[config.mk]
export PLATFORM = sky130hd
export DESIGN_NAME = hs_channel
export DESIGN_NICKNAME = d
export VERILOG_FILES = /design/src/rtl/hs_chan_pkg.sv /design/src/rtl/hs_sender.sv /design/src/rtl/hs_receiver.sv /design/src/rtl/hs_channel.sv
export SDC_FILE = /design/constraint.sdc
export NUM_CORES = 1
export LEC_CHECK = 0
export CORE_ASPECT_RATIO = 1.1
export CORE_MARGIN = 3
export CORE_UTILIZATION = 30
export CTS_CLUSTER_SIZE = 8
export DETAILED_ROUTE_END_ITERATION = 8
export GPL_TIMING_DRIVEN = 0
export SYNTH_ARGS = -nofsm -noshare
export SYNTH_HDL_FRONTEND = slang
export SYNTH_SLANG_ARGS = --single-unit
[constraint.sdc]
create_clock -name clk -period 1.5 [get_ports clk]
set_input_delay 0.225 -clock clk [delete_from_list [all_inputs] [get_ports clk]]
set_output_delay 0.225 -clock clk [all_outputs]
set_load 0.005 [all_outputs]
[src/rtl/hs_chan_pkg.sv]
package hs_chan_pkg;
  typedef enum logic {
    SND_IDLE = 1'b0,
    SND_WAIT = 1'b1
  } snd_state_t;

  typedef enum logic {
    RCV_IDLE = 1'b0,
    RCV_WAIT = 1'b1
  } rcv_state_t;
endpackage

[src/rtl/hs_sender.sv]
module hs_sender
  import hs_chan_pkg::*;
#(
  parameter int DATA_W = 16
) (
  input  logic              clk,
  input  logic              rst_n,
  input  logic              req_i,
  input  logic [DATA_W-1:0] word_i,
  input  logic              ready_i,
  output logic              valid_o,
  output logic [DATA_W-1:0] data_o,
  output logic              busy_o,
  output logic              done_o
);
  snd_state_t        state_q, state_d;
  logic              valid_q, valid_d;
  logic [DATA_W-1:0] data_q, data_d;
  logic              data_en;
  logic              done_q, done_d;

  always_comb begin
    state_d = state_q;
    valid_d = valid_q;
    data_d  = data_q;
    data_en = 1'b0;
    done_d  = 1'b0;
    case (state_q)
      SND_IDLE: begin
        if (req_i) begin
          state_d = SND_WAIT;
          valid_d = 1'b1;
          data_d  = word_i;
          data_en = 1'b1;
        end
      end
      SND_WAIT: begin
        if (ready_i) begin
          state_d = SND_IDLE;
          valid_d = 1'b0;
          data_d  = '0;
          data_en = 1'b1;
          done_d  = 1'b1;
        end
      end
      default: state_d = SND_IDLE;
    endcase
  end

  always_ff @(posedge clk or negedge rst_n) begin
    if (!rst_n) begin
      state_q <= SND_IDLE;
      valid_q <= 1'b0;
      done_q  <= 1'b0;
    end else begin
      state_q <= state_d;
      valid_q <= valid_d;
      done_q  <= done_d;
    end
  end

  always_ff @(posedge clk or negedge rst_n) begin
    if (!rst_n) begin
      data_q <= '0;
    end else if (data_en) begin
      data_q <= data_d;
    end
  end

  assign valid_o = valid_q;
  assign data_o  = data_q;
  assign busy_o  = (state_q == SND_WAIT);
  assign done_o  = done_q;

  AST_VALID_HOLD: assert property (@(posedge clk) disable iff (!rst_n)
    (valid_o && !ready_i) |=> (valid_o && $stable(data_o)));
  AST_SEND_FINISH: assert property (@(posedge clk) disable iff (!rst_n)
    (valid_o && ready_i) |=> (!valid_o && data_o == '0 && done_o));
  AST_IDLE_BUS_ZERO: assert property (@(posedge clk) disable iff (!rst_n)
    !valid_o |-> (data_o == '0));
  AST_SEND_DONE_PULSE: assert property (@(posedge clk) disable iff (!rst_n)
    done_o |=> !done_o);
  AST_SEND_START: assert property (@(posedge clk) disable iff (!rst_n)
    (req_i && !busy_o) |=> (valid_o && data_o == $past(word_i)));
endmodule

[src/rtl/hs_receiver.sv]
module hs_receiver
  import hs_chan_pkg::*;
#(
  parameter int DATA_W = 16
) (
  input  logic              clk,
  input  logic              rst_n,
  input  logic              req_i,
  input  logic              valid_i,
  input  logic [DATA_W-1:0] data_i,
  output logic              ready_o,
  output logic [DATA_W-1:0] word_o,
  output logic              busy_o,
  output logic              done_o
);
  rcv_state_t        state_q, state_d;
  logic              ready_q, ready_d;
  logic [DATA_W-1:0] word_q;
  logic              word_en;
  logic              done_q, done_d;

  always_comb begin
    state_d = state_q;
    ready_d = ready_q;
    word_en = 1'b0;
    done_d  = 1'b0;
    case (state_q)
      RCV_IDLE: begin
        if (req_i) begin
          state_d = RCV_WAIT;
          ready_d = 1'b1;
        end
      end
      RCV_WAIT: begin
        if (valid_i) begin
          state_d = RCV_IDLE;
          ready_d = 1'b0;
          word_en = 1'b1;
          done_d  = 1'b1;
        end
      end
      default: state_d = RCV_IDLE;
    endcase
  end

  always_ff @(posedge clk or negedge rst_n) begin
    if (!rst_n) begin
      state_q <= RCV_IDLE;
      ready_q <= 1'b0;
      done_q  <= 1'b0;
    end else begin
      state_q <= state_d;
      ready_q <= ready_d;
      done_q  <= done_d;
    end
  end

  always_ff @(posedge clk or negedge rst_n) begin
    if (!rst_n) begin
      word_q <= '0;
    end else if (word_en) begin
      word_q <= data_i;
    end
  end

  assign ready_o = ready_q;
  assign word_o  = word_q;
  assign busy_o  = (state_q == RCV_WAIT);
  assign done_o  = done_q;

  AST_READY_HOLD: assert property (@(posedge clk) disable iff (!rst_n)
    (ready_o && !valid_i) |=> ready_o);
  AST_CAPTURE: assert property (@(posedge clk) disable iff (!rst_n)
    (ready_o && valid_i) |=> (!ready_o && done_o && word_o == $past(data_i)));
  AST_WORD_KEEP: assert property (@(posedge clk) disable iff (!rst_n)
    !(ready_o && valid_i) |=> $stable(word_o));
  AST_RCV_DONE_PULSE: assert property (@(posedge clk) disable iff (!rst_n)
    done_o |=> !done_o);
  AST_RCV_START: assert property (@(posedge clk) disable iff (!rst_n)
    (req_i && !busy_o) |=> ready_o);
endmodule

[src/rtl/hs_channel.sv]
module hs_channel #(
  parameter int DATA_W = 16
) (
  input  logic              clk,
  input  logic              rst_n,
  input  logic              snd_req,
  input  logic [DATA_W-1:0] snd_word,
  output logic              snd_busy,
  output logic              snd_done,
  input  logic              rcv_req,
  output logic              rcv_busy,
  output logic              rcv_done,
  output logic [DATA_W-1:0] rcv_word,
  output logic              link_valid,
  output logic              link_ready,
  output logic [DATA_W-1:0] link_data
);
  logic              valid_w;
  logic              ready_w;
  logic [DATA_W-1:0] data_w;

  hs_sender #(.DATA_W(DATA_W)) u_snd (
    .clk     (clk),
    .rst_n   (rst_n),
    .req_i   (snd_req),
    .word_i  (snd_word),
    .ready_i (ready_w),
    .valid_o (valid_w),
    .data_o  (data_w),
    .busy_o  (snd_busy),
    .done_o  (snd_done)
  );

  hs_receiver #(.DATA_W(DATA_W)) u_rcv (
    .clk     (clk),
    .rst_n   (rst_n),
    .req_i   (rcv_req),
    .valid_i (valid_w),
    .data_i  (data_w),
    .ready_o (ready_w),
    .word_o  (rcv_word),
    .busy_o  (rcv_busy),
    .done_o  (rcv_done)
  );

  assign link_valid = valid_w;
  assign link_ready = ready_w;
  assign link_data  = data_w;

  AST_DONE_PAIRED: assert property (@(posedge clk) disable iff (!rst_n)
    snd_done == rcv_done);
  AST_ONE_ITEM: assert property (@(posedge clk) disable iff (!rst_n)
    (snd_busy && !snd_done) |=> (snd_busy || snd_done));
endmodule

## Yosys cells after proc, flatten, opt, wreduce, memory -nomap -nowiden

Index checks and enable logic that the tools add are counted.

| word-level totals | value |
|---|---|
| bits of input ports | 20 |
| register bits after elaboration | 38 |
| logic and storage cells | 37 |
| output and inout bits | 38 |

| operators by class | value |
|---|---|
| bitwise logic cells | 2 |
| eq/ne operators | 4 |
| reduce and logical (&&, ||, !) cells | 3 |
| multiplexer cells | 20 |

Operator list:

| cell | count |
|---|---|
| 2-to-1 mux 16 bit | 2 |
| case mux 16 bit (2 select lines) | 1 |
| 2-to-1 mux 1 bit | 12 |
| case mux 1 bit (2 select lines) | 5 |
| != test 2 bit (second input constant) | 3 |
| AND reduction 2 bit | 2 |
| AND reduction 3 bit | 1 |
| != test 2 x 1 -> 1 bit (second input constant) | 1 |
| inverter 1 bit | 2 |

## Logic depth before layout (Yosys ltp)

Gate-level depths: netlist of the first run.

| logic depth | value |
|---|---|
| depth in word-level cells | 3 |
| gate-level depth with buffers | 4 |

## Cells and area by module

Synthesis of the first run repeated with hierarchy kept, for this count alone.

| unflattened totals | value |
|---|---|
| cell total of the unflattened synthesis | 106 |
| area total of the unflattened synthesis | 1,596.5 um^2 |

Modules (own cells, without submodules):

| module | times used | cells each | area each (um^2) | seq. area each (um^2) |
|---|---|---|---|---|
| hs_sender | 1 | 64 | 863.3 | 475.5 |
| hs_receiver | 1 | 42 | 733.2 | 475.5 |

## Worst setup path before layout of the first run

Ideal clock, no wire load.

| timing path | value |
|---|---|
| kind | flip-flop to flip-flop |
| from | reg u_snd.valid_q (netlist: u_snd.valid_o) |
| to | reg u_rcv.word_q[10] (netlist: u_rcv.word_o[10]) |
| required time | 1.375 ns |
| arrival time | 1.012 ns |
| buffers on the path | 1 |
| period minus slack after synthesis | 1.137 ns |
| path slack | 0.363 ns |
| stages on the path, launching flop included | 4 |
| library setup time | 0.125 ns |
| path through | dfrtp_1 > nand2_4 > buf_6 > mux2_4 |

| on the way | value |
|---|---|
| cells in the longest elaborated chain, start to end | 2 |

Ends and longest elaborated chain:

| item | line | source |
|---|---|---|
| start, declared | hs_sender.sv:17 | `logic valid_q, valid_d;` |
| start signal, assigned | hs_sender.sv:57 | `valid_q <= valid_d;` |
| 2-to-1 mux 1 bit | hs_receiver.sv:35 | `if (valid_i) begin` |
| 2-to-1 mux 1 bit | hs_receiver.sv:27 | `case (state_q)` |
| end signal, assigned | hs_receiver.sv:62 | `word_q <= data_i;` |
| end, declared | hs_receiver.sv:18 | `logic [DATA_W-1:0] word_q;` |

No other way between the ends.
A chain may end at the register's enable or synchronous reset.

## Worst setup path after layout of the first run

| timing path | value |
|---|---|
| from | reg u_snd.data_q[1] (netlist: u_snd.data_o[1]) |
| to | out link_data[1] |

RTL lines:

| item | line | source |
|---|---|---|
| start, declared | hs_sender.sv:18 | `logic [DATA_W-1:0] data_q, data_d;` |
| start signal, assigned | hs_sender.sv:66 | `data_q <= data_d;` |
| end, declared | hs_channel.sv:16 | `output logic [DATA_W-1:0] link_data` |

No word-level cell between the ends.

==> flow_metrics.env, run 1 <==
export IMPL_outcome="complete, no violations"
export IMPL_r2r_end="u_rcv.word_o[11]"
export IMPL_ys_seq_elements=38
export IMPL_drc=0
export IMPL_routed_wl_mm=3.66
export IMPL_rr_worst_depth=4
export IMPL_critPathTopFamily="buffers and inverters"
export IMPL_nets=190
export IMPL_path_buf_inv=1
export IMPL_final_layout_size_suffix_gt1_share_pct=21.1
export IMPL_cp_slowest_cell="clkdlybuf4s50_1"
export IMPL_synth_area_per_cell_sq_um=15.1
export IMPL_yosysTopAreaCellShare_pct=60.1
export IMPL_hold_viol_final=0
export IMPL_p_per_area_mw_per_mm2=2020
export IMPL_relSlewSlack_pct=44.0
export IMPL_ctsHoldBuffers=0
export IMPL_vdd_ir_drop_worst_mv=0.781
export IMPL_min_period_over_period_pct=96.3
export IMPL_path_class="reg2out"
export IMPL_cts_buffers=5
export IMPL_grt_pass1_wl_mm=6.08
export IMPL_placed_area_sq_mm=0.00221
export IMPL_cp_start_kind="flip-flop"
export IMPL_synthDistinctLibCells=15
export IMPL_areaGrowthSynthToFinish_pct=46.9
export IMPL_synth_fp_nets=125
export IMPL_yosys_top_cells_area="dfrtp_1, mux2i_1, o2bb2ai_1"
export IMPL_drt_pass1_iterations=4
export IMPL_stdcell_area_sq_mm=0.00232
export IMPL_synth_top_area_cell="dfrtp_1"
export IMPL_setup_tns_ns=0
export IMPL_overflow=0
export IMPL_clock_latency_ns=0.29
export IMPL_critical_path_required_ns=1.27
export IMPL_grt_pass1_vias=1205
export IMPL_antenna_cells=0
export IMPL_num_rows=27
export IMPL_hpwl_mm=2.60
export IMPL_fin_util_pct=45.9
export IMPL_slew_violations=0
export IMPL_rsz0062_at_grt="no"
export IMPL_drt_iter0_drc=55
export IMPL_syn_area_sq_mm=0.00158
export IMPL_drtAntennaViolNets=0
export IMPL_p_leak_nw=1.08
export IMPL_crit_reg2reg_launch="u_snd.valid_o"
export IMPL_max_cap_violations=0
export IMPL_critical_path_arrival_ns=1.22
export IMPL_antenna_found_initial=0
export IMPL_ioPinCount=58
export IMPL_gp_congestion=0.730
export IMPL_track_usage_pct=13.2
export IMPL_clk_path_buf_depth=2
export IMPL_timing_fmax_mhz=693
export IMPL_vias=1129
export IMPL_regToRegSetupSlack_ns=0.20
export IMPL_fp_coreArea_sq_mm=0.00507
export IMPL_wire_per_inst_microns=16.0
export IMPL_crit_fanout=4
export IMPL_clock_skew_ns=0.00513
export IMPL_clk_pin_slew_ns=0.07
export IMPL_finalPower_w=0.00469
export IMPL_fin_crit_ns=1.44
export IMPL_cts_tree="done"
export IMPL_die_h_microns=82.2
export IMPL_synthCells=105
export IMPL_cpPeakStageDelay_ns=0.52
export IMPL_viasPerCell=4.93
export IMPL_cts_sinks=38
export IMPL_die_area_sq_mm=0.00618
export IMPL_hold_path_class="in2async"
export IMPL_yosysWarnings=0
export IMPL_grt_max_degree=39
export IMPL_setup_viol=0
export IMPL_worst_setup_path_end_kind="primary output"
export IMPL_start_util_pct=31.2
export IMPL_seq_area_frac_synth_pct=60.1
export IMPL_worst_slew_pin_slew_ns=0.840
export IMPL_crit_chain="clkdlybuf4s50_1"
export IMPL_cts_root_buffer="clkbuf_8"
export IMPL_fp_dieW_microns=75.3
export IMPL_port_buffers=56
export IMPL_h_tree_depth=2
## layer usage
| metal | part of all wire (%) | track usage, % | vias up |
|---|---|---|---|
| li1 | - | - | 516 |
| met1 | 45 | 17.6 | 556 |
| met2 | 44 | 19.4 | 53 |
| met3 | 9.3 | 5.45 | 4 |
| met4 | 1.2 | 4.20 | 0 |
| met5 | 0 | 0 | - |
## cell families after synthesis
group           share of synthesized area (%)
flops                                    60.1
simple gates                             2.45
buf+inv                                  3.79
mux                                      23.4
compound gates                           10.3
## how the worst max path moves through the flow
| stage | startpoint | end | slack [ns] | depth (start not counted) |
|---|---|---|---|---|
| global route | u_snd.data_o[10] | link_data[10] | 0.002 | 1 |
| CTS | u_rcv.ready_o | link_ready | 0.003 | 1 |
| finish | u_snd.data_o[1] | link_data[1] | 0.06 | 1 |
| detailed placement | u_snd.valid_o | u_rcv.word_o[7] | 0.25 | 3 |
| floorplan | u_snd.valid_o | u_rcv.word_o[10] | 0.36 | 3 |
| global placement | rst_n | u_rcv.word_o[4] | -0.64 | 1 |
## power breakdown
group | leakage (nW) | internal [W] | total [W] | switching [W]
clock | 0.0482 | 0.000370 | 0.000710 | 0.000340
combinational | 0.545 | 0.00137 | 0.00215 | 0.000774
sequential | 0.489 | 0.00148 | 0.00184 | 0.000358
## synthesized netlist by cell type (all sizes together)
cell / number
dfrtp: 38
o2bb2ai: 17
mux2: 16
mux2i: 16
buf: 7
nor2: 4
inv: 2
and2: 1
nand2: 1
nor2b: 1
o21a: 1
o22ai: 1
## what timing repair did
item | 4_1_cts | 5_1_grt
endpoints found under the setup margin | 0 | 6
resized for setup | 0 | 4
buffers inserted | 0 | 2
## cell type report
| class | instances | area, sq um |
|---|---|---|
| clock buffer | 7 | 86.3 |
| inverter | 2 | 7.51 |
| clock inverter | 1 | 5.00 |
| timing repair buffer | 58 | 576 |
| multi-input combinational | 58 | 572 |
| tap | 58 | 72.6 |
| buffer | 7 | 52.6 |
| sequential | 38 | 953 |
| fill | 464 | 2740 |
## metrics by stage
step	cells	worst slack (ns)	hold slack, ns
4_1_cts	227	0.00287	0.0684
3_3_place_gp	219	-0.645	0.492
6_report	229	0.0562	0.0404
5_1_grt	229	0.00196	0.0979
3_5_place_dp	219	0.251	0.385
2_1_floorplan	105	0.363	-0.0706
## state kept, by name, summed over array words and instances (netlist names)
register	count
u_snd.data_o	16
u_rcv.done_o	1
u_rcv.busy_o	1
u_rcv.ready_o	1
u_snd.valid_o	1
u_snd.done_o	1
u_rcv.word_o	16
u_snd.busy_o	1
## layout by cell type, fill, tap and decap left out, types with 2 or more instances in the layout
cell type / Yosys / final
buf_2: 3 / 4
buf_4: 2 / 4
buf_6: 2 / 2
clkbuf_8: 0 / 6
clkdlybuf4s50_1: 0 / 53
dfrtp_1: 38 / 36
dfrtp_2: 0 / 2
dlymetal6s2s_1: 0 / 2
inv_1: 2 / 2
mux2_2: 8 / 8
mux2_4: 8 / 8
mux2i_1: 16 / 16
nor2_1: 4 / 4
o2bb2ai_1: 17 / 17
Power figures use the tool's default switching activity.
==> inputs of run 2 (changes only) <==
Settings changed: CTS_CLUSTER_DIAMETER from default to 50.
==> results of run 2 <==
Final layout, timing and power as in run 1 (identical DEF).
==> inputs of run 3 (changes only) <==
Settings changed: CELL_PAD_IN_SITES_DETAIL_PLACEMENT from default to 1, CELL_PAD_IN_SITES_GLOBAL_PLACEMENT from default to 1, PLACE_DENSITY_LB_ADDON from default to 0.1.
==> flow_metrics.env, run 3 (synthesis results as in run 1) <==
export IMPL_rsz0062_at_grt="no"
export IMPL_vias=1117
export IMPL_hold_path_class="in2async"
export IMPL_regToRegSetupSlack_ns=0.16
export IMPL_drt_iter0_drc=23
export IMPL_cts_buffers=5
export IMPL_drtAntennaViolNets=0
export IMPL_cts_sinks=38
export IMPL_crit_fanout=4
export IMPL_setup_viol=0
export IMPL_p_per_area_mw_per_mm2=2030
export IMPL_drc=0
export IMPL_sequential_cell_area_sq_um=952
export IMPL_die_h_microns=82.2
export IMPL_wire_per_inst_microns=17.0
export IMPL_worst_setup_path_end_kind="primary output"
export IMPL_drt_pass1_iterations=2
export IMPL_crit_chain="clkdlybuf4s50_1"
export IMPL_cp_slowest_cell="clkdlybuf4s50_1"
export IMPL_final_common_cell="clkdlybuf4s50_1"
export IMPL_critical_path_required_ns=1.27
export IMPL_ioPinCount=58
export IMPL_slew_violations=0
export IMPL_fp_coreArea_sq_mm=0.00507
export IMPL_relSlewSlack_pct=41.1
export IMPL_clk_pin_slew_ns=0.07
export IMPL_fp_dieW_microns=75.3
export IMPL_final_cell_mix="clkdlybuf4s50_1, dfrtp_1, o2bb2ai_1, mux2i_1"
export IMPL_stdcell_area_sq_mm=0.00233
export IMPL_cp_start_kind="flip-flop"
export IMPL_setup_tns_ns=0
export IMPL_antenna_found_initial=0
export IMPL_p_leak_nw=1.06
export IMPL_placed_area_sq_mm=0.00221
export IMPL_num_rows=27
export IMPL_viasPerCell=4.81
export IMPL_h_tree_depth=2
export IMPL_critPathTopFamily="buffers and inverters"
export IMPL_finalPower_w=0.00475
export IMPL_outcome="complete, no violations"
export IMPL_clock_latency_ns=0.28
export IMPL_vdd_ir_drop_worst_mv=0.865
export IMPL_fin_util_pct=46.0
export IMPL_hpwl_mm=2.65
export IMPL_multi_input_comb_area_sq_um=572
export IMPL_final_layout_size_suffix_gt1_share_pct=21.3
export IMPL_grt_pass1_vias=1222
export IMPL_grt_pass1_wl_mm=6.31
export IMPL_port_buffers=56
export IMPL_cpPeakStageDelay_ns=0.52
export IMPL_gp_congestion=0.679
export IMPL_overflow=0
export IMPL_antenna_cells=0
export IMPL_critical_path_arrival_ns=1.21
export IMPL_start_util_pct=31.2
export IMPL_nets=194
export IMPL_path_buf_inv=1
export IMPL_worst_slew_pin_slew_ns=0.883
export IMPL_grt_max_degree=39
export IMPL_clock_skew_ns=0.00526
export IMPL_fin_crit_ns=1.43
export IMPL_min_period_over_period_pct=95.5
export IMPL_hold_viol_final=0
export IMPL_max_cap_violations=0
export IMPL_cts_root_buffer="clkbuf_8"
export IMPL_path_class="reg2out"
export IMPL_die_area_sq_mm=0.00618
export IMPL_timing_fmax_mhz=698
export IMPL_clk_path_buf_depth=2
export IMPL_nFillCells=542
export IMPL_areaGrowthSynthToFinish_pct=47.4
export IMPL_track_usage_pct=13.9
export IMPL_cts_tree="done"
export IMPL_routed_wl_mm=3.94
run 3: timing repair:
action                     in CTS  in global routing
pin swaps                       0                  0
resized for setup               0                  1
hold buffers                    0                  0
setup buffers                   2                  4
setup endpoints to repair       2                  5
run 3: worst paths after layout:
path | start | cells past startpoint | end
hold / removal | rst_n | 1 | u_rcv.done_o
setup / recovery | u_snd.data_o[14] | 1 | link_data[14]
hold reg to reg | u_rcv.word_o[2] | 1 | u_rcv.word_o[2]
setup reg to reg | u_snd.valid_o | 4 | u_rcv.word_o[11]
max in group asynchronous | rst_n | 1 | u_rcv.ready_o
min in group clk | snd_req | 3 | u_snd.data_o[15]
run 3: worst reg2reg max path, cell delays in order, from the launching register on:
cell and delay [ns]:
dfrtp_1 0.40, buf_4 0.16, nand2_4 0.15, buf_6 0.21, mux2_4 0.32
run 3: routing by layer:
layer,track usage [%],part of all wire [%],wire length [microns],vias to the layer above
met5,0,0,0,-
met2,21.8,48,1880,44
met1,17.9,45,1760,556
met3,5.08,7.3,286,2
li1,-,-,-,515
met4,4.20,0.51,20,0
run 3: power breakdown:
group	switching [W]	internal [W]	total [W]
clock	0.000331	0.000320	0.000651
sequential	0.000350	0.00147	0.00182
combinational	0.000827	0.00144	0.00227
total	0.00151	0.00324	0.00475
run 3: layout make-up:
cell class | instances | share of cell area (%)
Inverter | 2 | 0.322
Timing Repair Buffer | 62 | 25.7
Clock buffer | 7 | 3.27
Multi-Input combinational cell | 58 | 24.5
Tap cell | 58 | 3.11
Buffer | 7 | 2.25
Sequential cell | 38 | 40.8
run 3: through the flow:
step                      hold WS (ns)  cells  setup WS [ns]
after detailed placement         0.387    219          0.236
final                           0.0517    232         0.0675
after global routing             0.108    232        0.00401
after global placement           0.489    219         -0.730
after floorplan                -0.0706    105          0.363
after CTS                       0.0739    228        0.00615
